===== src/rtl/cap_pkg.sv =====
package cap_pkg;
    localparam int NUM_EDGES = 2;
    localparam int IDX_RISE  = 0;
    localparam int IDX_FALL  = 1;
endpackage


===== src/rtl/cap_sync.sv =====
module cap_sync #(
    parameter int STAGES = 2
) (
    input  logic clk,
    input  logic rst_n,
    input  logic d_i,
    output logic q_o
);
    localparam int LAST = STAGES - 1;

    logic [STAGES-1:0] chain_d, chain_q;

    generate
        if (STAGES > 1) begin : g_multi
            always_comb chain_d = {chain_q[LAST-1:0], d_i};
        end else begin : g_single
            always_comb chain_d = d_i;
        end
    endgenerate

    always_ff @(posedge clk or negedge rst_n) begin
        if (!rst_n) chain_q <= '0;
        else        chain_q <= chain_d;
    end

    assign q_o = chain_q[LAST];
endmodule


===== src/rtl/cap_edge_det.sv =====
module cap_edge_det (
    input  logic clk,
    input  logic rst_n,
    input  logic level_i,
    output logic rise_o,
    output logic fall_o
);
    logic prev_d, prev_q;

    always_comb begin
        prev_d = level_i;
        rise_o = level_i & ~prev_q;
        fall_o = ~level_i & prev_q;
    end

    always_ff @(posedge clk or negedge rst_n) begin
        if (!rst_n) prev_q <= 1'b0;
        else        prev_q <= prev_d;
    end
endmodule


===== src/rtl/cap_latch.sv =====
module cap_latch #(
    parameter int CNT_W = 16
) (
    input  logic             clk,
    input  logic             rst_n,
    input  logic             event_i,
    input  logic             clr_i,
    input  logic             reload_en_i,
    input  logic [CNT_W-1:0] cnt_i,
    output logic [CNT_W-1:0] data_o,
    output logic             flag_o,
    output logic             ovr_o,
    output logic             reload_o
);
    typedef struct packed {
        logic [CNT_W-1:0] data;
        logic             flag;
        logic             ovr;
        logic             reload;
    } latch_st_t;

    latch_st_t st_d, st_q;

    always_comb begin
        st_d        = st_q;
        st_d.reload = 1'b0;
        if (clr_i) begin
            st_d.flag = 1'b0;
            st_d.ovr  = 1'b0;
        end
        if (event_i) begin
            st_d.data   = cnt_i;
            st_d.flag   = 1'b1;
            st_d.reload = reload_en_i;
            if (st_q.flag && !clr_i) st_d.ovr = 1'b1;
        end
    end

    always_ff @(posedge clk or negedge rst_n) begin
        if (!rst_n) st_q <= '0;
        else        st_q <= st_d;
    end

    assign data_o   = st_q.data;
    assign flag_o   = st_q.flag;
    assign ovr_o    = st_q.ovr;
    assign reload_o = st_q.reload;
endmodule


===== src/rtl/dual_edge_capture.sv =====
module dual_edge_capture #(
    parameter int CNT_W       = 16,
    parameter int SYNC_STAGES = 2
) (
    input  logic             clk,
    input  logic             rst_n,
    input  logic             cap_pin,
    input  logic [CNT_W-1:0] cnt_val,
    input  logic             path_en,
    input  logic             cap_en,
    input  logic             invert,
    input  logic             rise_reload_en,
    input  logic             fall_reload_en,
    input  logic             rise_clr,
    input  logic             fall_clr,
    output logic [CNT_W-1:0] rise_data,
    output logic [CNT_W-1:0] fall_data,
    output logic             rise_flag,
    output logic             fall_flag,
    output logic             rise_ovr,
    output logic             fall_ovr,
    output logic             reload_req
);
    import cap_pkg::*;

    logic cond_raw, cond_sync, edge_rise, edge_fall;
    logic [NUM_EDGES-1:0] ev, clr, rel_en, flag, ovr, rel;
    logic [CNT_W-1:0]     data [NUM_EDGES];

    // gate and polarity applied ahead of the synchroniser: uniform latency
    assign cond_raw = path_en & (cap_pin ^ invert);

    cap_sync #(.STAGES(SYNC_STAGES)) u_sync (
        .clk(clk), .rst_n(rst_n), .d_i(cond_raw), .q_o(cond_sync)
    );

    cap_edge_det u_edge (
        .clk(clk), .rst_n(rst_n), .level_i(cond_sync),
        .rise_o(edge_rise), .fall_o(edge_fall)
    );

    assign ev[IDX_RISE]     = edge_rise & cap_en;
    assign ev[IDX_FALL]     = edge_fall & cap_en;
    assign clr[IDX_RISE]    = rise_clr;
    assign clr[IDX_FALL]    = fall_clr;
    assign rel_en[IDX_RISE] = rise_reload_en;
    assign rel_en[IDX_FALL] = fall_reload_en;

    generate
        for (genvar e = 0; e < NUM_EDGES; e++) begin : g_edge
            cap_latch #(.CNT_W(CNT_W)) u_latch (
                .clk(clk), .rst_n(rst_n),
                .event_i(ev[e]), .clr_i(clr[e]), .reload_en_i(rel_en[e]),
                .cnt_i(cnt_val),
                .data_o(data[e]), .flag_o(flag[e]), .ovr_o(ovr[e]),
                .reload_o(rel[e])
            );
        end
    endgenerate

    assign rise_data  = data[IDX_RISE];
    assign fall_data  = data[IDX_FALL];
    assign rise_flag  = flag[IDX_RISE];
    assign fall_flag  = flag[IDX_FALL];
    assign rise_ovr   = ovr[IDX_RISE];
    assign fall_ovr   = ovr[IDX_FALL];
    assign reload_req = |rel;
endmodule


===== config.mk =====
export PLATFORM = sky130hd
export DESIGN_NAME = dual_edge_capture
export DESIGN_NICKNAME = d
export VERILOG_FILES = /design/src/rtl/cap_pkg.sv /design/src/rtl/cap_sync.sv /design/src/rtl/cap_edge_det.sv /design/src/rtl/cap_latch.sv /design/src/rtl/dual_edge_capture.sv
export SDC_FILE = /design/constraint.sdc
export NUM_CORES = 1
export LEC_CHECK = 0
export ABC_AREA = 0
export BUFFER_PORTS_ARGS = -buffer_cell sky130_fd_sc_hd__buf_2
export CORE_ASPECT_RATIO = 1.1
export CORE_MARGIN = 2
export CORE_UTILIZATION = 40
export DETAILED_ROUTE_END_ITERATION = 7
export GPL_TIMING_DRIVEN = 0
export PLACE_DENSITY_LB_ADDON = 0.3
export RECOVER_POWER = 25
export SYNTH_ARGS = -nofsm -noshare
export SYNTH_HDL_FRONTEND = slang
export SYNTH_SLANG_ARGS = --single-unit

===== constraint.sdc =====
create_clock -name clk -period 3.2 [get_ports clk]
set_input_delay 0 -clock clk [delete_from_list [all_inputs] [get_ports clk]]
set_output_delay 0 -clock clk [all_outputs]
set_load 0.01 [all_outputs]

==> results by group, run 1 <==
Status
  • Status: finished clean

Clocking
  • Root Driver: clkbuf_8
  • CTS Buf Count: 5
  • Worst-Skew Late Latency: 0.28 ns
  • Clk buf depth: 2
  • Post-CTS Setup Inserts: 0
  • Deepest level of the CTS H-tree: 2
  • Sinks on Clock Net: 41
  • CTS tree: built
  • Clock-pin slew on the worst setup and hold paths: 0.07 ns

Logic synthesis
  • Synthesized area: 1593 um^2
  • Netlist cell types: 14
  • Main area contributors after synthesis: dfrtp_1, mux2_4, mux2_2
  • Post-Synthesis Cells: 94
  • Mapped Nets: 120
  • Syn. warnings: 0
  • Area share of the largest cell type after synthesis: 64.41%
  • Synth Register Bits: 41
  • Avg Inst Size Synth: 16.94 um^2
  • Seq/Total Area, Yosys: 64.41%
  • Cell accounting for the most synthesized area: dfrtp_1

Final layout
  • Inserted Diodes: 0
  • Util after Layout: 57.12%
  • Layout cell share with drive strength beyond 1: 42.93%
  • Most common cell after layout, fill and taps aside: dfrtp_1
  • Area growth syn-to-layout: 39.98%
  • Final Non-Filler Cells: 236
  • Commonest non-fill, non-tap cells in the layout: dfrtp_1, buf_2, clkbuf_1, dlygate4sd3_1, mux2_2
  • Nets@finish: 211

Setup path
  • Slowest cell on the critical path: dfrtp_1
  • Critical path class: flop to flop
  • Worst path buffer plus inverter count: 2
  • Worst path cell trace: nand3b_1 -> buf_6 -> buf_12 -> mux2_4
  • Crit path max-delay family: flip-flops
  • Crit Reg-Reg Endpoint: g_edge[0].u_latch.data_o[13]
  • Worst Path Max Fanout: 10
  • Critical path endpoint category: flop
  • Reg2reg path depth: 4
  • Worst reg-to-reg setup slack: 1.91 ns
  • Setup crit start kind: flop
  • Worst path arrival time: 1.46 ns
  • Crit-path max cell delay: 0.37 ns
  • FF-to-FF Start: u_edge.prev_q
  • Worst path required time: 3.36 ns

Place
  • Hpwl dp: 2177 um
  • GPL Wtd Cong: 0.6327
  • Placed Cells: 208
  • Number of I/O port buffers: 62

Worst hold path
  • Worst Min Path Start: cap_pin
  • Hold Path Class: input port to flop
  • Hold depth: 3
  • Hold EP: u_sync.chain_q[0]

Floorplan
  • Initial core utilization: 40.80%
  • Die H: 70.19 um
  • Die ar.: 4503 um^2
  • Row count: 24
  • Die W: 64.17 um
  • IO Pins: 63
  • Core Area: 3904 um^2

Global route
  • Initial antenna violation count: 0
  • Largest net degree at the start of global routing: 42
  • Congestion Overflow GR: 0
  • Vias in the first global route: 1162
  • Total GRT Usage: 15.32%
  • First-pass GRT wire length: 5168 um

Routing
  • Initial DRC count: 19
  • Via count: 1061
  • DR WL/cell: 13.77 um
  • ANT nets after route: 0
  • Drt total wl: 3249 um
  • Drt pass-1 iters: 2
  • Vias/cell: 4.496
  • Post-route DRC: 0

Timing
  • Slew @ Worst Pin: 0.8832 ns
  • Final setup viols: 0
  • Achievable frequency: 773.3 MHz
  • Clock skew: 0.005378 ns
  • Crit path time final: 1.293 ns
  • Fin crit share: 40.41%
  • Final Slew Violations: 0
  • Setup TNS: 0 ns
  • Max-slew headroom at the worst pin: 41.12%
  • RSZ-0062 raised after global routing: false
  • Fin. Hold Viols: 0

Pwr
  • Power Dens Cells: 613.2 nW/um^2
  • Worst VDD drop: 0.0003066 V
  • Leakage: 1.101 nW

Run
  • Max-cap violations: 0
==> state kept, by name, indices dropped and copies added (netlist names) <==
signal                   flops
g_edge.u_latch.data_o       32
g_edge.u_latch.flag_o        2
g_edge.u_latch.ovr_o         2
g_edge.u_latch.reload_o      2
u_edge.prev_q                1
u_sync.chain_q               2
==> final cells by class <==
| cell class | count | area (um^2) |
|---|---|---|
| inverter | 4 | 15.01 |
| buffer | 4 | 62.56 |
| clock inverter | 1 | 5.005 |
| timing repair buffer | 84 | 498.0 |
| clock buffer | 5 | 68.82 |
| sequential | 41 | 1026 |
| multi-input combinational | 45 | 489.2 |
| fill | 358 | 1674 |
| tap | 52 | 65.06 |
==> routing by layer <==
layer	GRT usage, %	vias to the layer above	routed length [um]	part of all wire [%]
met5	0	-	0	0
li1	-	496	-	-
met3	4.509	5	195	6.0
met2	28.82	41	1727	53
met4	5.674	0	48	1.5
met1	15.70	519	1276	39
==> worst max path at each step <==
stage / start / end / slack, ns / cells past startpoint
global placement: u_sync.chain_q[1] / g_edge[1].u_latch.data_o[6] / 1.94 / 4
finish: u_edge.prev_q / g_edge[0].u_latch.data_o[13] / 1.91 / 4
CTS: u_edge.prev_q / g_edge[0].u_latch.data_o[13] / 1.90 / 4
detailed placement: u_sync.chain_q[1] / g_edge[1].u_latch.data_o[5] / 1.91 / 4
global route: u_edge.prev_q / g_edge[0].u_latch.data_o[13] / 1.87 / 4
floorplan: u_sync.chain_q[1] / g_edge[1].u_latch.data_o[3] / 1.99 / 4
==> logic make-up (layout without fill, tap and decap cells) <==
| logic type | count (synthesis) | count (layout) | synth area share (%) |
|---|---|---|---|
| buffers and inverters | 8 | 98 | 4.870 |
| AOI/OAI and AO/OA | 2 | 2 | 0.7854 |
| DFF | 41 | 41 | 64.41 |
| muxes | 32 | 32 | 25.92 |
| and+or+nand+nor | 10 | 10 | 3.457 |
| xor gates and xnor gates | 1 | 1 | 0.5500 |
==> per-stage QoR <==
| stage | power [mW] | hold WS [ns] | cell area (um^2) | setup WS (ns) |
|---|---|---|---|---|
| finish | 1.367 | 0.04344 | 2230 | 1.907 |
| global route | 1.449 | 0.05319 | 2230 | 1.874 |
| CTS | 1.408 | 0.03587 | 2262 | 1.904 |
| detailed placement | 1.081 | 0.1729 | 1968 | 1.912 |
| global placement | 1.061 | 0.1442 | 1968 | 1.945 |
| floorplan | 0.9101 | -0.2956 | 1593 | 1.987 |
==> worst register-to-register path, delay by kind of cell (launching register included) <==
| kind | cells | cell delay (ns) |
|---|---|---|
| buf+inv | 2 | 0.32 |
| flops | 1 | 0.37 |
| mux | 1 | 0.29 |
| simple gates | 1 | 0.18 |
==> power by group <==
part           switching [mW]  internal (mW)  total (mW)
Sequential             0.0612          0.637       0.698
Clock                   0.156          0.143       0.299
Combinational           0.164          0.205       0.370
Total                   0.382          0.986        1.37
==> repair_timing <==
| action | in CTS | in global routing |
|---|---|---|
| hold endpoints to repair | 78 | 0 |
| hold buffers | 22 | 0 |
| resized for setup | 0 | 0 |
==> synthesized netlist by cell type <==
cell type  count
inv_1          4
buf_12         2
nor2_1         2
o22ai_1        2
buf_6          2
and2_1         1
xor2_1         1
mux2_2        18
mux2_4        14
dfrtp_1       41
or2_2          1
nand2b_1       2
nand3b_1       2
nand2_1        2
Note: power is estimated with default switching activity, not from simulation.
==> run 2: changes to the inputs <==
--- a/config.mk
+++ b/config.mk
@@ -5,7 +5,7 @@
 export SDC_FILE = /design/constraint.sdc
 export NUM_CORES = 1
 export LEC_CHECK = 0
-export ABC_AREA = 0
+export ABC_AREA = 1
 export BUFFER_PORTS_ARGS = -buffer_cell sky130_fd_sc_hd__buf_2
 export CORE_ASPECT_RATIO = 1.1
 export CORE_MARGIN = 2
==> constraint.sdc (replaced) <==
create_clock -name clk -period 1.32 [get_ports clk]
set_input_delay 0 -clock clk [delete_from_list [all_inputs] [get_ports clk]]
set_output_delay 0 -clock clk [all_outputs]
set_load 0.01 [all_outputs]
==> run 2 against run 1 <==
- wire length grew 20%
- final area grew 5.4%
- flip-flop and latch count is the same
- sequential share of layout area shrank 2.4 points
- total power grew 140%
- sequential power grew 130%
- synthesized cell count grew 83%
- largest power group unchanged
- clock power grew to 3.5 times the previous value
- critical path type is now input port to flop
==> results by group, run 2 <==
Timing
  • Final Slew Violations: 0 (unchanged)
  • Setup TNS: 0 ns (unchanged)
  • RSZ-0062 raised after global routing: false
  • Max-slew headroom at the worst pin: 42.33% (+1.2 points)
  • Fin. Hold Viols: 0 (unchanged)
  • Crit path time final: 1.159 ns
  • Fin crit share: 87.79%
  • Final setup viols: 0 (unchanged)
  • Slew @ Worst Pin: 0.8651 ns (-0.01806 ns)
  • Achievable frequency: 863.0 MHz
  • WHS: 0.009531 ns (-0.03391 ns)
  • Clock skew: 0.01182 ns (+0.006446 ns)

Logic synthesis
  • Synthesized area: 1643 um^2 (+3.1%)
  • Post-synth top cells: nand2_1, dfrtp_1, nand4_1
  • Area share of the largest cell type after synthesis: 62.45% (-2.0 points)
  • Mapped Nets: 198 (+65%)
  • FFs w/ async S/R, synth: 100.0% (unchanged)
  • Predominant post-synthesis flop cell: dfrtp_1
  • Syn. warnings: 0 (unchanged)
  • Cell accounting for the most synthesized area: dfrtp_1
  • Netlist cell types: 14 (unchanged)
  • Avg Inst Size Synth: 9.551 um^2 (-44%)
  • Synth Register Bits: 41 (unchanged)
  • Post-Synthesis Cells: 172 (+83%)
  • Number of flops mapped to enable cells by yosys: 0 (unchanged)
  • Seq/Total Area, Yosys: 62.45% (-2.0 points)
  • Main area contributors after synthesis: dfrtp_1, nand2_1, nand4_1
  • Most frequent cell after synthesis: nand2_1

Place
  • Placed Cells: 285 (+37%)
  • Hpwl dp: 2527 um (+16%)
  • Number of I/O port buffers: 61 (-1.6%)
  • GPL Wtd Cong: 0.8318 (+31%)

Floorplan
  • Die ar.: 4636 um^2 (+3.0%)
  • Die H: 71.22 um (+1.5%)
  • IO Pins: 63 (unchanged)
  • Initial core utilization: 41.45% (+0.64 points)
  • Row count: 24 (unchanged)
  • Core Area: 3964 um^2 (+1.5%)
  • Die W: 65.11 um (+1.5%)

Setup path
  • Critical path endpoint category: flop
  • Worst path arrival time: 1.38 ns (-0.08 ns)
  • Critical path class: input port to flop
  • Reg2reg path depth: 6 (+2)
  • Crit Reg-Reg Endpoint: g_edge[0].u_latch.data_o[12]
  • Worst path buffer plus inverter count: 3 (+1)
  • Crit. path cell count: 6 (+2)
  • Worst path required time: 1.54 ns (-1.82 ns)
  • Worst path cell trace: dlygate4sd3_1 -> buf_2 -> nand2_1 -> nand2_1 -> dlygate4sd3_1 -> nor2_1
  • FF-to-FF Start: u_edge.prev_q
  • Setup crit start kind: input port
  • Worst reg-to-reg setup slack: 0.16 ns (-1.75 ns)
  • Slowest cell on the critical path: dlygate4sd3_1
  • Crit-path max cell delay: 0.54 ns (+0.17 ns)
  • Worst Path Max Fanout: 2 (-8)
  • Crit path max-delay family: buffers and inverters

Routing
  • DR WL/cell: 12.22 um (-11%)
  • Drt total wl: 3885 um (+20%)
  • Vias/cell: 4.585 (+2.0%)
  • Post-route DRC: 0 (unchanged)
  • Via count: 1458 (+37%)
  • ANT nets after route: 0 (unchanged)
  • Initial DRC count: 92 (+73)
  • Drt pass-1 iters: 4 (+2)

Final layout
  • Max reg flops: 32 (unchanged)
  • Nets@finish: 291 (+38%)
  • Area growth syn-to-layout: 43.03%
  • Final Non-Filler Cells: 318 (+35%)
  • Most common cell after layout, fill and taps aside: nand2_1
  • Layout cell share with drive strength beyond 1: 21.43% (-22 points)
  • Inserted Diodes: 0 (unchanged)
  • Commonest non-fill, non-tap cells in the layout: nand2_1, dfrtp_1, buf_2, clkbuf_1, dlygate4sd3_1
  • Fillers: 378 (+5.6%)

Clocking
  • Post-CTS Setup Inserts: 0 (unchanged)
  • CTS resizes: 0 (unchanged)
  • CTS tree: built
  • Clk buf depth: 2 (unchanged)
  • Worst-Skew Late Latency: 0.29 ns (about the same)
  • Root Driver: clkbuf_8
  • Sinks on Clock Net: 41 (unchanged)
  • Cts hold-fix bufs: 25 (+14%)
  • Deepest level of the CTS H-tree: 2 (unchanged)
  • CTS Buf Count: 5 (unchanged)
  • Clock-pin slew on the worst setup and hold paths: 0.07 ns (about the same)

Global route
  • First-pass GRT wire length: 6492 um (+26%)
  • Congestion Overflow GR: 0 (unchanged)
  • Vias in the first global route: 1475 (+27%)
  • Largest net degree at the start of global routing: 42 (unchanged)
  • Total GRT Usage: 18.44% (+3.1 points)
  • Initial antenna violation count: 0 (unchanged)

Worst hold path
  • Worst Min Path Start: cap_en
  • Hold depth: 3 (unchanged)
  • Hold Path Class: input port to flop
  • Hold EP: g_edge[1].u_latch.data_o[10]

Pwr
  • Worst VDD drop: 0.0006773 V (+120%)
  • Power consumption: 3.342 mW (+140%)
  • Leakage: 1.244 nW (+13%)
  • Power Dens Cells: 1422 nW/um^2 (+130%)

Run
  • Max-cap violations: 0 (unchanged)

Status
  • Status: finished clean
run 2: cell count changes after synthesis, moves of 3 or more:
cell / before / now
nor2_1: 2 / 6
buf_2: 0 / 3
mux2_2: 18 / 0
mux2_4: 14 / 0
nand2_1: 2 / 86
nand4_1: 0 / 16
run 2: through the flow:
step,area (um^2),worst slack (ns),util [%]
5_1_grt,2350,0.05451,59.28
3_5_place_dp,2013,0.1709,50.79
2_1_floorplan,1643,0.2900,-
6_report,2350,0.1612,59.28
3_3_place_gp,2013,0.1784,50.79
4_1_cts,2384,0.1637,60.13
run 2: worst min-delay path, cell delays in order:
cell and delay, ns:
buf_6 0.12, nand4_1 0.09, nand2_1 0.05
run 2: cells by family after synthesis:
kind of cell	synth area share (%)
flops	62.45
compound gates	0.9137
buf+inv	5.940
simple gates	30.69
run 2: metal layers:
| metal | vias up | track usage, % | part of all wire [%] | routed length [um] |
|---|---|---|---|---|
| li1 | 725 | - | - | - |
| met1 | 671 | 23.21 | 44 | 1696 |
| met4 | 0 | 9.491 | 3.2 | 126 |
| met5 | - | 0 | 0 | 0 |
| met3 | 12 | 6.122 | 5.3 | 204 |
| met2 | 50 | 28.52 | 48 | 1857 |
run 2: power by group:
group	internal (mW)	switching [mW]
clock network	0.615	0.428
registers	1.48	0.118
logic	0.292	0.415
run 2: worst max path at each step:
stage / slack, ns / from / endpoint
final: 0.16 / cap_pin / u_sync.chain_q[0]
after global routing: 0.05 / u_sync.chain_q[1] / g_edge[1].u_latch.data_o[4]
after CTS: 0.16 / u_sync.chain_q[1] / g_edge[1].u_latch.data_o[6]
after detailed placement: 0.17 / u_sync.chain_q[1] / g_edge[1].u_latch.data_o[6]
after global placement: 0.18 / u_sync.chain_q[1] / g_edge[1].u_latch.data_o[5]
after floorplan: 0.29 / u_edge.prev_q / g_edge[0].u_latch.data_o[10]
run 2: area by class of cell:
| class | count | area (um^2) | share of cell area [%] |
|---|---|---|---|
| Tap cell | 52 | 65.06 | 2.769 |
| Multi-Input combinational cell | 115 | 519.2 | 22.10 |
| Clock buffer | 6 | 82.58 | 3.514 |
| Sequential cell | 41 | 1026 | 43.66 |
| Buffer | 8 | 67.56 | 2.875 |
| Clock inverter | 2 | 37.54 | 1.597 |
| Inverter | 8 | 30.03 | 1.278 |
| Timing Repair Buffer | 86 | 521.8 | 22.20 |
